**src/rtl/lel_pkg.sv**
```systemverilog
package lel_pkg;

   typedef enum logic [2:0] {
      SK_NONE,
      SK_PLAIN,
      SK_ELIDE_ACQ,
      SK_COMMIT_REL,
      SK_ABORT_REL
   } st_kind_e;

endpackage

```
**src/rtl/lel_store_decode.sv**
```systemverilog
module lel_store_decode
   import lel_pkg::*;
#(
   parameter int ADDR_W = 32,
   parameter int DATA_W = 32
) (
   input  logic              st_valid,
   input  logic [ADDR_W-1:0] st_addr,
   input  logic [DATA_W-1:0] st_data,
   input  logic              st_acq,
   input  logic              st_rel,
   input  logic              tx_abort_in,
   input  logic              active,
   input  logic              fallback,
   input  logic [ADDR_W-1:0] lock_addr,
   input  logic [DATA_W-1:0] lock_prior,
   output st_kind_e          kind,
   output logic              ext_abort
);

   logic act_eff;
   logic fb_eff;
   logic hint_acq;
   logic hint_rel;
   logic rel_match;

   always_comb begin
      ext_abort = active & tx_abort_in;
      act_eff   = active & ~tx_abort_in;
      fb_eff    = fallback | ext_abort;
      hint_acq  = st_acq & ~st_rel & ~fb_eff;
      hint_rel  = st_rel & ~st_acq & ~fb_eff;
      rel_match = (st_addr == lock_addr) && (st_data == lock_prior);
      if (!st_valid)
         kind = SK_NONE;
      else if (hint_acq && !act_eff)
         kind = SK_ELIDE_ACQ;
      else if (hint_rel && act_eff)
         kind = rel_match ? SK_COMMIT_REL : SK_ABORT_REL;
      else
         kind = SK_PLAIN;
   end

endmodule

```
**src/rtl/lel_lock_state.sv**
```systemverilog
module lel_lock_state
   import lel_pkg::*;
#(
   parameter int ADDR_W = 32,
   parameter int DATA_W = 32
) (
   input  logic              clk,
   input  logic              rst_n,
   input  st_kind_e          kind,
   input  logic              ext_abort,
   input  logic              st_acq,
   input  logic              st_rel,
   input  logic [ADDR_W-1:0] st_addr,
   input  logic [DATA_W-1:0] st_data,
   input  logic [DATA_W-1:0] st_old,
   output logic              active,
   output logic              fallback,
   output logic [ADDR_W-1:0] lock_addr,
   output logic [DATA_W-1:0] lock_new,
   output logic [DATA_W-1:0] lock_prior
);

   logic fb_set;
   logic fb_clr;

   always_comb begin
      fb_set = (kind == SK_ABORT_REL) || ext_abort;
      fb_clr = fallback && (kind == SK_PLAIN) && !st_acq && !st_rel;
   end

   always_ff @(posedge clk) begin
      if (!rst_n) begin
         active     <= 1'b0;
         fallback   <= 1'b0;
         lock_addr  <= '0;
         lock_new   <= '0;
         lock_prior <= '0;
      end else begin
         if (kind == SK_ELIDE_ACQ) begin
            active     <= 1'b1;
            lock_addr  <= st_addr;
            lock_new   <= st_data;
            lock_prior <= st_old;
         end else if (kind == SK_COMMIT_REL || fb_set) begin
            active <= 1'b0;
         end
         if (fb_set)
            fallback <= 1'b1;
         else if (fb_clr)
            fallback <= 1'b0;
      end
   end

endmodule

```
**src/rtl/lel_store_out.sv**
```systemverilog
module lel_store_out
   import lel_pkg::*;
#(
   parameter int ADDR_W     = 32,
   parameter int DATA_W     = 32,
   parameter bit RESET_DATA = 1'b1
) (
   input  logic              clk,
   input  logic              rst_n,
   input  st_kind_e          kind,
   input  logic              ext_abort,
   input  logic [ADDR_W-1:0] st_addr,
   input  logic [DATA_W-1:0] st_data,
   output logic              mem_wr_valid,
   output logic [ADDR_W-1:0] mem_wr_addr,
   output logic [DATA_W-1:0] mem_wr_data,
   output logic              rset_valid,
   output logic [ADDR_W-1:0] rset_addr,
   output logic              commit_req,
   output logic              abort_req
);

   always_ff @(posedge clk) begin
      if (!rst_n) begin
         mem_wr_valid <= 1'b0;
         rset_valid   <= 1'b0;
         commit_req   <= 1'b0;
         abort_req    <= 1'b0;
      end else begin
         mem_wr_valid <= (kind == SK_PLAIN);
         rset_valid   <= (kind == SK_ELIDE_ACQ);
         commit_req   <= (kind == SK_COMMIT_REL);
         abort_req    <= (kind == SK_ABORT_REL) || ext_abort;
      end
   end

   generate
      if (RESET_DATA) begin : g_rst_data
         always_ff @(posedge clk) begin
            if (!rst_n) begin
               mem_wr_addr <= '0;
               mem_wr_data <= '0;
               rset_addr   <= '0;
            end else begin
               if (kind == SK_PLAIN) begin
                  mem_wr_addr <= st_addr;
                  mem_wr_data <= st_data;
               end
               if (kind == SK_ELIDE_ACQ)
                  rset_addr <= st_addr;
            end
         end
      end else begin : g_free_data
         always_ff @(posedge clk) begin
            if (kind == SK_PLAIN) begin
               mem_wr_addr <= st_addr;
               mem_wr_data <= st_data;
            end
            if (kind == SK_ELIDE_ACQ)
               rset_addr <= st_addr;
         end
      end
   endgenerate

endmodule

```
**src/rtl/lel_load_fwd.sv**
```systemverilog
module lel_load_fwd #(
   parameter int ADDR_W = 32,
   parameter int DATA_W = 32
) (
   input  logic              clk,
   input  logic              rst_n,
   input  logic              ld_valid,
   input  logic [ADDR_W-1:0] ld_addr,
   input  logic              active,
   input  logic [ADDR_W-1:0] lock_addr,
   input  logic [DATA_W-1:0] lock_new,
   output logic              mem_rd_valid,
   output logic [ADDR_W-1:0] mem_rd_addr,
   output logic              fwd_hit,
   output logic [DATA_W-1:0] fwd_data
);

   logic hit;

   always_comb hit = ld_valid && active && (ld_addr == lock_addr);

   always_ff @(posedge clk) begin
      if (!rst_n) begin
         mem_rd_valid <= 1'b0;
         mem_rd_addr  <= '0;
         fwd_hit      <= 1'b0;
         fwd_data     <= '0;
      end else begin
         mem_rd_valid <= ld_valid && !hit;
         fwd_hit      <= hit;
         if (ld_valid && !hit)
            mem_rd_addr <= ld_addr;
         if (hit)
            fwd_data <= lock_new;
      end
   end

endmodule

```
**src/rtl/lel_store_filter.sv**
```systemverilog
module lel_store_filter
   import lel_pkg::*;
#(
   parameter int ADDR_W     = 32,
   parameter int DATA_W     = 32,
   parameter bit RESET_DATA = 1'b1
) (
   input  logic              clk,
   input  logic              rst_n,
   input  logic              st_valid,
   input  logic [ADDR_W-1:0] st_addr,
   input  logic [DATA_W-1:0] st_data,
   input  logic [DATA_W-1:0] st_old,
   input  logic              st_acq,
   input  logic              st_rel,
   input  logic              ld_valid,
   input  logic [ADDR_W-1:0] ld_addr,
   input  logic              tx_abort_in,
   output logic              mem_wr_valid,
   output logic [ADDR_W-1:0] mem_wr_addr,
   output logic [DATA_W-1:0] mem_wr_data,
   output logic              mem_rd_valid,
   output logic [ADDR_W-1:0] mem_rd_addr,
   output logic              fwd_hit,
   output logic [DATA_W-1:0] fwd_data,
   output logic              rset_valid,
   output logic [ADDR_W-1:0] rset_addr,
   output logic              commit_req,
   output logic              abort_req,
   output logic              tx_active,
   output logic              fallback
);

   generate
      if (ADDR_W < 1 || ADDR_W > 64) begin : g_bad_addr
         $error("lel_store_filter: ADDR_W out of range");
      end
      if (DATA_W < 1 || DATA_W > 512) begin : g_bad_data
         $error("lel_store_filter: DATA_W out of range");
      end
   endgenerate

   st_kind_e          kind;
   logic              ext_abort;
   logic              active;
   logic              fb_q;
   logic [ADDR_W-1:0] lock_addr;
   logic [DATA_W-1:0] lock_new;
   logic [DATA_W-1:0] lock_prior;

   lel_store_decode #(.ADDR_W(ADDR_W), .DATA_W(DATA_W)) u_dec (
      .st_valid   (st_valid),
      .st_addr    (st_addr),
      .st_data    (st_data),
      .st_acq     (st_acq),
      .st_rel     (st_rel),
      .tx_abort_in(tx_abort_in),
      .active     (active),
      .fallback   (fb_q),
      .lock_addr  (lock_addr),
      .lock_prior (lock_prior),
      .kind       (kind),
      .ext_abort  (ext_abort)
   );

   lel_lock_state #(.ADDR_W(ADDR_W), .DATA_W(DATA_W)) u_state (
      .clk       (clk),
      .rst_n     (rst_n),
      .kind      (kind),
      .ext_abort (ext_abort),
      .st_acq    (st_acq),
      .st_rel    (st_rel),
      .st_addr   (st_addr),
      .st_data   (st_data),
      .st_old    (st_old),
      .active    (active),
      .fallback  (fb_q),
      .lock_addr (lock_addr),
      .lock_new  (lock_new),
      .lock_prior(lock_prior)
   );

   lel_store_out #(.ADDR_W(ADDR_W), .DATA_W(DATA_W), .RESET_DATA(RESET_DATA)) u_out (
      .clk         (clk),
      .rst_n       (rst_n),
      .kind        (kind),
      .ext_abort   (ext_abort),
      .st_addr     (st_addr),
      .st_data     (st_data),
      .mem_wr_valid(mem_wr_valid),
      .mem_wr_addr (mem_wr_addr),
      .mem_wr_data (mem_wr_data),
      .rset_valid  (rset_valid),
      .rset_addr   (rset_addr),
      .commit_req  (commit_req),
      .abort_req   (abort_req)
   );

   lel_load_fwd #(.ADDR_W(ADDR_W), .DATA_W(DATA_W)) u_ld (
      .clk         (clk),
      .rst_n       (rst_n),
      .ld_valid    (ld_valid),
      .ld_addr     (ld_addr),
      .active      (active),
      .lock_addr   (lock_addr),
      .lock_new    (lock_new),
      .mem_rd_valid(mem_rd_valid),
      .mem_rd_addr (mem_rd_addr),
      .fwd_hit     (fwd_hit),
      .fwd_data    (fwd_data)
   );

   assign tx_active = active;
   assign fallback  = fb_q;

endmodule

```
**config.mk**
```make
export PLATFORM = sky130hd
export DESIGN_NAME = lel_store_filter
export DESIGN_NICKNAME = d
export VERILOG_FILES = /design/src/rtl/lel_pkg.sv /design/src/rtl/lel_store_decode.sv /design/src/rtl/lel_lock_state.sv /design/src/rtl/lel_store_out.sv /design/src/rtl/lel_load_fwd.sv /design/src/rtl/lel_store_filter.sv
export SDC_FILE = /design/constraint.sdc
export NUM_CORES = 1
export LEC_CHECK = 0
export BUFFER_PORTS_ARGS = -buffer_cell sky130_fd_sc_hd__buf_2
export CORE_MARGIN = 2
export CORE_UTILIZATION = 50
export CTS_CLUSTER_SIZE = 28
export DETAILED_ROUTE_END_ITERATION = 8
export PLACE_DENSITY = 0.78
export SLEW_MARGIN = 25
export SYNTH_ARGS = -nofsm -noshare
export SYNTH_HDL_FRONTEND = slang
export SYNTH_SLANG_ARGS = --single-unit
```
**constraint.sdc**
```tcl
create_clock -name clk -period 2.5 [get_ports clk]
set_input_delay 0.25 -clock clk [delete_from_list [all_inputs] [get_ports clk]]
set_output_delay 0.25 -clock clk [all_outputs]
set_load 0.02 [all_outputs]
```
==> results.sh, run 1 <==
export IMPL_status="completed"
export IMPL_synth_edf_count=0
export IMPL_relSlewSlack_pct=55.99
export IMPL_timing_final_crit_share_pct=91.09
export IMPL_synth_seq_area_share_pct=46.39
export IMPL_ir_drop_mv=0.4987
export IMPL_p_comb_share_pct=14.1
export IMPL_power_density_mw_per_mm2=665.3
export IMPL_initial_utilization_pct=51.28
export IMPL_remaining_drc_errors=0
export IMPL_rsz0062_at_grt="false"
export IMPL_grt_ovfl_total=0
export IMPL_clock_power_share_pct=41.1
export IMPL_synth_commonest_cells="418 x sky130_fd_sc_hd__nand2_1, 232 x sky130_fd_sc_hd__dfxtp_1, 161 x sky130_fd_sc_hd__a21oi_1"
export IMPL_instances_no_fill=1859
export IMPL_row_count=51
export IMPL_power_switching_fraction_pct=27.43
export IMPL_tightest_slew_ns=0.6602
export IMPL_cp_max_fo=32
export IMPL_dp_cells=1727
export IMPL_synthesis_instances=1236
export IMPL_cts_resized=0
export IMPL_detail_route_iter0_violations=946
export IMPL_count_of_tritonroute_iterations_in_the_first_routing_pass=5
export IMPL_main_synth_ff_type="sky130_fd_sc_hd__dfxtp_1"
export IMPL_routed_wl_met2_um=16590
export IMPL_htreeDepth=1
export IMPL_timing_final_max_slew_violations=0
export IMPL_die_area_mm2=0.02117
export IMPL_cts_tree="yes"
export IMPL_timing_hold_worst_class="input pin to flip-flop"
export IMPL_critical_path_cell_chain="xor2_1 > nor4_2 > nand4_2 > or2_4 > o311ai_0"
export IMPL_post_synth_cell_area_avg_um2=8.100
export IMPL_dpl_hpwl_um=22720
export IMPL_grt_first_pass_wirelength_um=52990
export IMPL_critPathMaxStageDelay_ns=0.49
export IMPL_ys_warnings_count=0
export IMPL_finalNetCount=1711
export IMPL_final_period_minus_worst_setup_slack_ns=2.277
export IMPL_netlist_area_mm2=0.01001
export IMPL_arrival_ns=2.68
export IMPL_antenna_violating_nets_post_route=0
export IMPL_max_freq_mhz=439.1
export IMPL_grt_max_degree=97
export IMPL_worst_setup_path_type="flip-flop to flip-flop"
export IMPL_slowest_stage="sky130_fd_sc_hd__dfxtp_1"
export IMPL_port_buffers=302
export IMPL_top_signal_layer_used="met4"
export IMPL_fin_setup_tns_ns=0
export IMPL_end_of_flow_core_utilization_pct=68.46
export IMPL_grt_total_usage_pct=31.10
export IMPL_synth_ff_latch_count=232
export IMPL_finalHoldViolations=0
export IMPL_design_power_total_mw=8.893
export IMPL_cp_start_kind="flip-flop"
export IMPL_place_gp_congestion=0.9494
export IMPL_family_with_the_most_delay_on_the_worst_path="simple AND/OR/NAND/NOR gates"
export IMPL_synth_top_area_share_pct=46.39
export IMPL_drt_wl_cell_um=18.74
export IMPL_internal_power_mw=6.453
export IMPL_vias_in_the_first_global_route=9843
export IMPL_clk_insertion_delay_late_ns=0.54
export IMPL_dieWidth_um=145.5
export IMPL_cp_buffers_inverters=0
export IMPL_p_leak_nw=5.754
export IMPL_timing_critical_path_to_type="flip-flop"
export IMPL_synth_nets=1371
export IMPL_antenna_violations_before_repair=1
export IMPL_maximum_number_of_buffers_from_clock_root_to_sink=3
export IMPL_p_sw_mw=2.440
export IMPL_timing_clock_skew_ns=0.01044
export IMPL_routed_wl_met3_um=2647
export IMPL_cts_buffers=25
export IMPL_synth_most_common_cell="sky130_fd_sc_hd__nand2_1"
export IMPL_max_cap_violations=0
export IMPL_synth_area_leader_cell="sky130_fd_sc_hd__dfxtp_1"
export IMPL_design_portCount=303
export IMPL_core_area_mm2=0.01953
export IMPL_routed_via_count=10413
export IMPL_n_fill_cell=1531
export IMPL_route_detailed_vias_per_inst=5.601
export IMPL_fp_dieH_um=145.5
export IMPL_area_growth_syn_to_layout_pct=33.52
export IMPL_ys_top_cells_by_area="sky130_fd_sc_hd__dfxtp_1 46%, sky130_fd_sc_hd__nand2_1 16%, sky130_fd_sc_hd__a21oi_1 8.0%"
export IMPL_clock_sinks=232
export IMPL_setup_violations=0
export IMPL_asyncSetResetFlopFracSynth_pct=0
export IMPL_layout_drive_gt1_share_pct=23.41
export IMPL_route_layer_met1_wl_um=13880
export IMPL_synth_cell_type_count=36
export IMPL_postRouteWirelength_um=34840
export IMPL_clkTransAtPathRegs_ns=0.06
export IMPL_crit_required_ns=2.90
export IMPL_cts_root_buffer="sky130_fd_sc_hd__clkbuf_16"
export IMPL_power_share_sequential_pct=44.9
## metrics by stage
step           cell area, um^2  worst slack, ns  hold WS, ns
3_5_place_dp             11680           0.3583       0.4430
5_1_grt                  13370          0.04526     0.002827
4_1_cts                  13370           0.2635     0.001052
6_report                 13370           0.2227     0.008792
2_1_floorplan            10010           0.4933       0.3860
3_3_place_gp             11660           0.3897       0.4391
## cells in the final DEF, fill, tap and decap left out, drive strengths merged, types with 4 or more instances in the layout
| cell type | instances |
|---|---|
| nand2 | 418 |
| buf | 322 |
| dfxtp | 232 |
| a21oi | 161 |
| xor2 | 90 |
| dlygate4sd3 | 87 |
| clkbuf | 37 |
| o21ai | 34 |
| mux2i | 32 |
| and3 | 32 |
| a32oi | 32 |
| o311ai | 32 |
| nor4 | 28 |
| nor2 | 10 |
| nand4 | 9 |
| xnor2 | 7 |
| clkinv | 5 |
| nand3 | 4 |
| inv | 4 |
## final cells by class
cell class | count | area, um^2 | area share, %
multi-input combinational | 905 | 4937 | 36.93
timing repair buffer | 409 | 2623 | 19.62
clock inverter | 7 | 52.55 | 0.3931
sequential | 232 | 4644 | 34.74
tap | 265 | 331.6 | 2.480
antenna | 1 | 2.502 | 0.01872
clock buffer | 37 | 760.7 | 5.691
inverter | 3 | 16.27 | 0.1217
## sequential cells by signal, indices dropped and copies added, names as in the netlist
signal	flops
u_ld.fwd_hit	1
u_out.commit_req	1
u_ld.fwd_data	32
u_out.mem_wr_addr	32
u_out.rset_valid	1
u_out.mem_wr_valid	1
u_out.abort_req	1
u_state.lock_new	32
u_state.fallback	1
u_state.lock_prior	32
u_ld.mem_rd_valid	1
u_ld.mem_rd_addr	32
u_state.active	1
u_state.lock_addr	32
u_out.mem_wr_data	32
## path summary, 6_finish.rpt
kind / end / cells past startpoint / startpoint / slack [ns]
worst max-delay path: u_ld.mem_rd_addr[0]$_SDFFE_PN0P_ / 5 / u_state.lock_addr[26]$_SDFFE_PN0P_ / 0.22
worst min-delay path: u_out.mem_wr_data[10]$_SDFFE_PN0P_ / 3 / st_data[10] / 0.009
worst max register to register: u_ld.mem_rd_addr[0]$_SDFFE_PN0P_ / 5 / u_state.lock_addr[26]$_SDFFE_PN0P_ / 0.22
worst min register to register: u_out.mem_wr_addr[10]$_SDFFE_PN0P_ / 2 / u_out.mem_wr_addr[10]$_SDFFE_PN0P_ / 0.45
## worst min-delay path, cell delays in order
cell and delay, ns:
sky130_fd_sc_hd__buf_2 0.14, sky130_fd_sc_hd__nand2_1 0.06, sky130_fd_sc_hd__a21oi_1 0.05
## what timing repair did
item                      CTS  global route
hold endpoints to repair  121             0
buffers inserted            0             0
hold buffers               87             0
## layer usage
metal	vias to the layer above	track usage [%]
met4	0	13.24
met1	4881	39.18
met5	-	0
met2	540	52.80
li1	4882	-
met3	110	5.298
## power by group through the flow
| stage | clock, mW | combinational (mW) | sequential (mW) |
|---|---|---|---|
| 2_1_floorplan | 0 | 0.479 | 4.20 |
| 3_3_place_gp | 0 | 1.10 | 4.06 |
| 3_5_place_dp | 0 | 1.12 | 4.06 |
| 4_1_cts | 3.67 | 1.23 | 3.98 |
| 5_1_grt | 3.84 | 1.34 | 4.01 |
| 6_report | 3.65 | 1.25 | 3.99 |
## cells by family (layout without fill, tap and decap cells)
family | count (synthesis) | after routing | synth area share, %
buffers and inverters | 99 | 456 | 4.524
AND/OR/NAND/NOR | 514 | 514 | 21.84
multiplexers | 32 | 32 | 3.199
AO/OA/AOI/OAI | 262 | 262 | 15.56
other | 0 | 1 | 0
flip-flops | 232 | 232 | 46.39
XOR/XNOR | 97 | 97 | 8.485
Power figures use the tool's default switching activity.
==> run 2, diff against run 1 <==
==> constraint.sdc (replaced) <==
create_clock -name clk -period 2.5 [get_ports clk]
set_input_delay 0.5 -clock clk [delete_from_list [all_inputs] [get_ports clk]]
set_output_delay 0.5 -clock clk [all_outputs]
set_load 0.02 [all_outputs]
==> run 2 against run 1 <==
Net effect:
- worst hold slack better by 0.19 ns
- via count is 4.9% lower
- critical path depth stayed put
- non-clock buffer count is 79 lower
- die area stayed put
- sequential power hardly changed
- combinational power is 9% lower
- design area is 5.7% lower
- critical path type unchanged
- global-route usage is 1.5 points lower
==> results.sh, run 2 (synthesized netlist as in run 1, its figures left out) <==
export IMPL_ir_drop_mv=0.6421
export IMPL_vias_in_the_first_global_route=9111
export IMPL_postCtsHoldBufs=0
export IMPL_end_of_flow_core_utilization_pct=64.55
export IMPL_timing_hold_worst_class="input pin to flip-flop"
export IMPL_cts_resized=0
export IMPL_detail_route_iter0_violations=923
export IMPL_timing_critical_path_to_type="flip-flop"
export IMPL_remaining_drc_errors=0
export IMPL_r2r_end="u_ld.mem_rd_addr[31]$_SDFFE_PN0P_"
export IMPL_power_density_mw_per_mm2=707.5
export IMPL_worst_setup_path_type="flip-flop to flip-flop"
export IMPL_timing_final_max_slew_violations=0
export IMPL_relSlewSlack_pct=57.18
export IMPL_grt_ovfl_total=0
export IMPL_min_delay_path_depth=3
export IMPL_r2r_start="u_state.lock_addr[26]$_SDFFE_PN0P_"
export IMPL_grt_total_usage_pct=29.58
export IMPL_crit_required_ns=2.91
export IMPL_detailedPlace_worstSlack_ns=0.08994
export IMPL_multi_input_area_mm2=0.004937
export IMPL_hold_path_startpoint="st_old[21]"
export IMPL_die_area_mm2=0.02117
export IMPL_postCtsSetupBuffers=0
export IMPL_final_cell_area_mm2=0.01260
export IMPL_max_freq_mhz=445.9
export IMPL_dpl_cell_area_mm2=0.01175
export IMPL_timing_final_crit_share_pct=89.71
export IMPL_grt_first_pass_wirelength_um=50450
export IMPL_flop_to_flop_setup_slack_ns=0.26
export IMPL_maximum_number_of_buffers_from_clock_root_to_sink=3
export IMPL_ff2ff_path_depth=5
export IMPL_clock_sinks=232
export IMPL_cp_start_kind="flip-flop"
export IMPL_cts_tree="yes"
export IMPL_drt_wl_cell_um=18.62
export IMPL_route_detailed_vias_per_inst=5.550
export IMPL_port_buffers=302
export IMPL_postRouteWirelength_um=33230
export IMPL_cp_max_fo=32
export IMPL_cts_buffers=25
export IMPL_htreeDepth=1
export IMPL_antenna_violations_before_repair=3
export IMPL_cts_root_buffer="sky130_fd_sc_hd__clkbuf_16"
export IMPL_clk_insertion_delay_late_ns=0.54
export IMPL_rsz0062_at_grt="false"
export IMPL_setup_violations=0
export IMPL_hold_worst_slack_ns=0.1979
export IMPL_status="completed"
export IMPL_routed_via_count=9901
export IMPL_hold_path_endpoint="u_state.lock_prior[21]$_SDFFE_PN0P_"
export IMPL_n_fill_cell=1735
export IMPL_leading_cell_types_in_the_layout_fill_and_taps_excluded="418 x sky130_fd_sc_hd__nand2_1, 301 x sky130_fd_sc_hd__buf_2, 232 x sky130_fd_sc_hd__dfxtp_1, 161 x sky130_fd_sc_hd__a21oi_1, 90 x sky130_fd_sc_hd__xor2_1"
export IMPL_place_gp_congestion=0.9199
export IMPL_design_portCount=303
export IMPL_register_area_mm2=0.004644
export IMPL_clkTransAtPathRegs_ns=0.06
export IMPL_max_cap_violations=0
export IMPL_dpl_hpwl_um=23420
export IMPL_area_growth_syn_to_layout_pct=25.89
export IMPL_grt_max_degree=110
export IMPL_row_count=51
export IMPL_dp_cells=1735
export IMPL_layout_drive_gt1_share_pct=25.00
export IMPL_design_power_total_mw=8.917
export IMPL_final_period_minus_worst_setup_slack_ns=2.243
export IMPL_p_leak_nw=5.446
export IMPL_layout_cells_most_common="sky130_fd_sc_hd__nand2_1"
export IMPL_fp_dieH_um=145.5
export IMPL_instances_no_fill=1784
export IMPL_antenna_violating_nets_post_route=0
export IMPL_arrival_ns=2.65
export IMPL_core_area_mm2=0.01953
export IMPL_finalHoldViolations=0
export IMPL_fin_setup_tns_ns=0
export IMPL_timing_clock_skew_ns=0.02009
export IMPL_tightest_slew_ns=0.6424
export IMPL_final_critical_path_setup_slack_ns=0.2572
export IMPL_initial_utilization_pct=51.28
export IMPL_finalNetCount=1632
export IMPL_dieWidth_um=145.5
export IMPL_count_of_tritonroute_iterations_in_the_first_routing_pass=5
## run 2: cell types whose count changed in the layout (fill, tap and decap cells not counted)
cell                            delta
sky130_fd_sc_hd__buf_12            +1
sky130_fd_sc_hd__buf_4             +7
sky130_fd_sc_hd__clkinvlp_4        -1
sky130_fd_sc_hd__dlygate4sd3_1    -87
sky130_fd_sc_hd__clkinv_4          +1
sky130_fd_sc_hd__clkbuf_8          -3
sky130_fd_sc_hd__clkinv_2          -1
sky130_fd_sc_hd__bufinv_16         +2
sky130_fd_sc_hd__clkbuf_1          +4
sky130_fd_sc_hd__diode_2           +2
## run 2: worst max path at each step
stage / cells past startpoint / startpoint / end / slack (ns)
4_1_cts: 5 / u_state.lock_addr[26]$_SDFFE_PN0P_ / u_ld.mem_rd_addr[31]$_SDFFE_PN0P_ / 0.23
3_5_place_dp: 6 / ld_addr[26] / u_ld.mem_rd_addr[31]$_SDFFE_PN0P_ / 0.09
5_1_grt: 5 / u_state.lock_addr[26]$_SDFFE_PN0P_ / u_ld.mem_rd_addr[31]$_SDFFE_PN0P_ / 0.06
2_1_floorplan: 6 / ld_addr[14] / u_ld.fwd_data[0]$_SDFFE_PN0P_ / 0.44
3_3_place_gp: 6 / ld_addr[26] / u_ld.mem_rd_addr[31]$_SDFFE_PN0P_ / 0.19
6_report: 5 / u_state.lock_addr[26]$_SDFFE_PN0P_ / u_ld.mem_rd_addr[31]$_SDFFE_PN0P_ / 0.26
## run 2: cell type report
class / instances / area share [%]
multi-input cells: 905 / 39.17
flip-flops and latches: 232 / 36.85
repair buffers: 330 / 14.47
clock buffers: 38 / 5.827
well taps: 265 / 2.631
clock inverters: 8 / 0.8636
inverters: 3 / 0.1290
diodes: 3 / 0.05956
## run 2: per-layer routing
metal / global-route usage (%) / vias up / wire length (um)
met5: 0 / - / 0
met4: 10.69 / 0 / 1312
met3: 4.890 / 75 / 2445
met2: 48.36 / 453 / 15530
met1: 39.65 / 4629 / 13940
li1: - / 4744 / -
## run 2: critical path, cell delays in order (launching register included)
cell                       delay (ns)
sky130_fd_sc_hd__dfxtp_1         0.50
sky130_fd_sc_hd__xor2_1          0.13
sky130_fd_sc_hd__nor4_2          0.41
sky130_fd_sc_hd__nand4_2         0.22
sky130_fd_sc_hd__or2_4           0.46
sky130_fd_sc_hd__o311ai_0        0.38
## run 2: power by group
part           switching, mW  internal, mW  total (mW)  leakage [nW]
Clock                   1.55          2.24        3.79         0.417
Sequential             0.122          3.87        3.99          1.90
Combinational          0.739         0.399        1.14          3.13
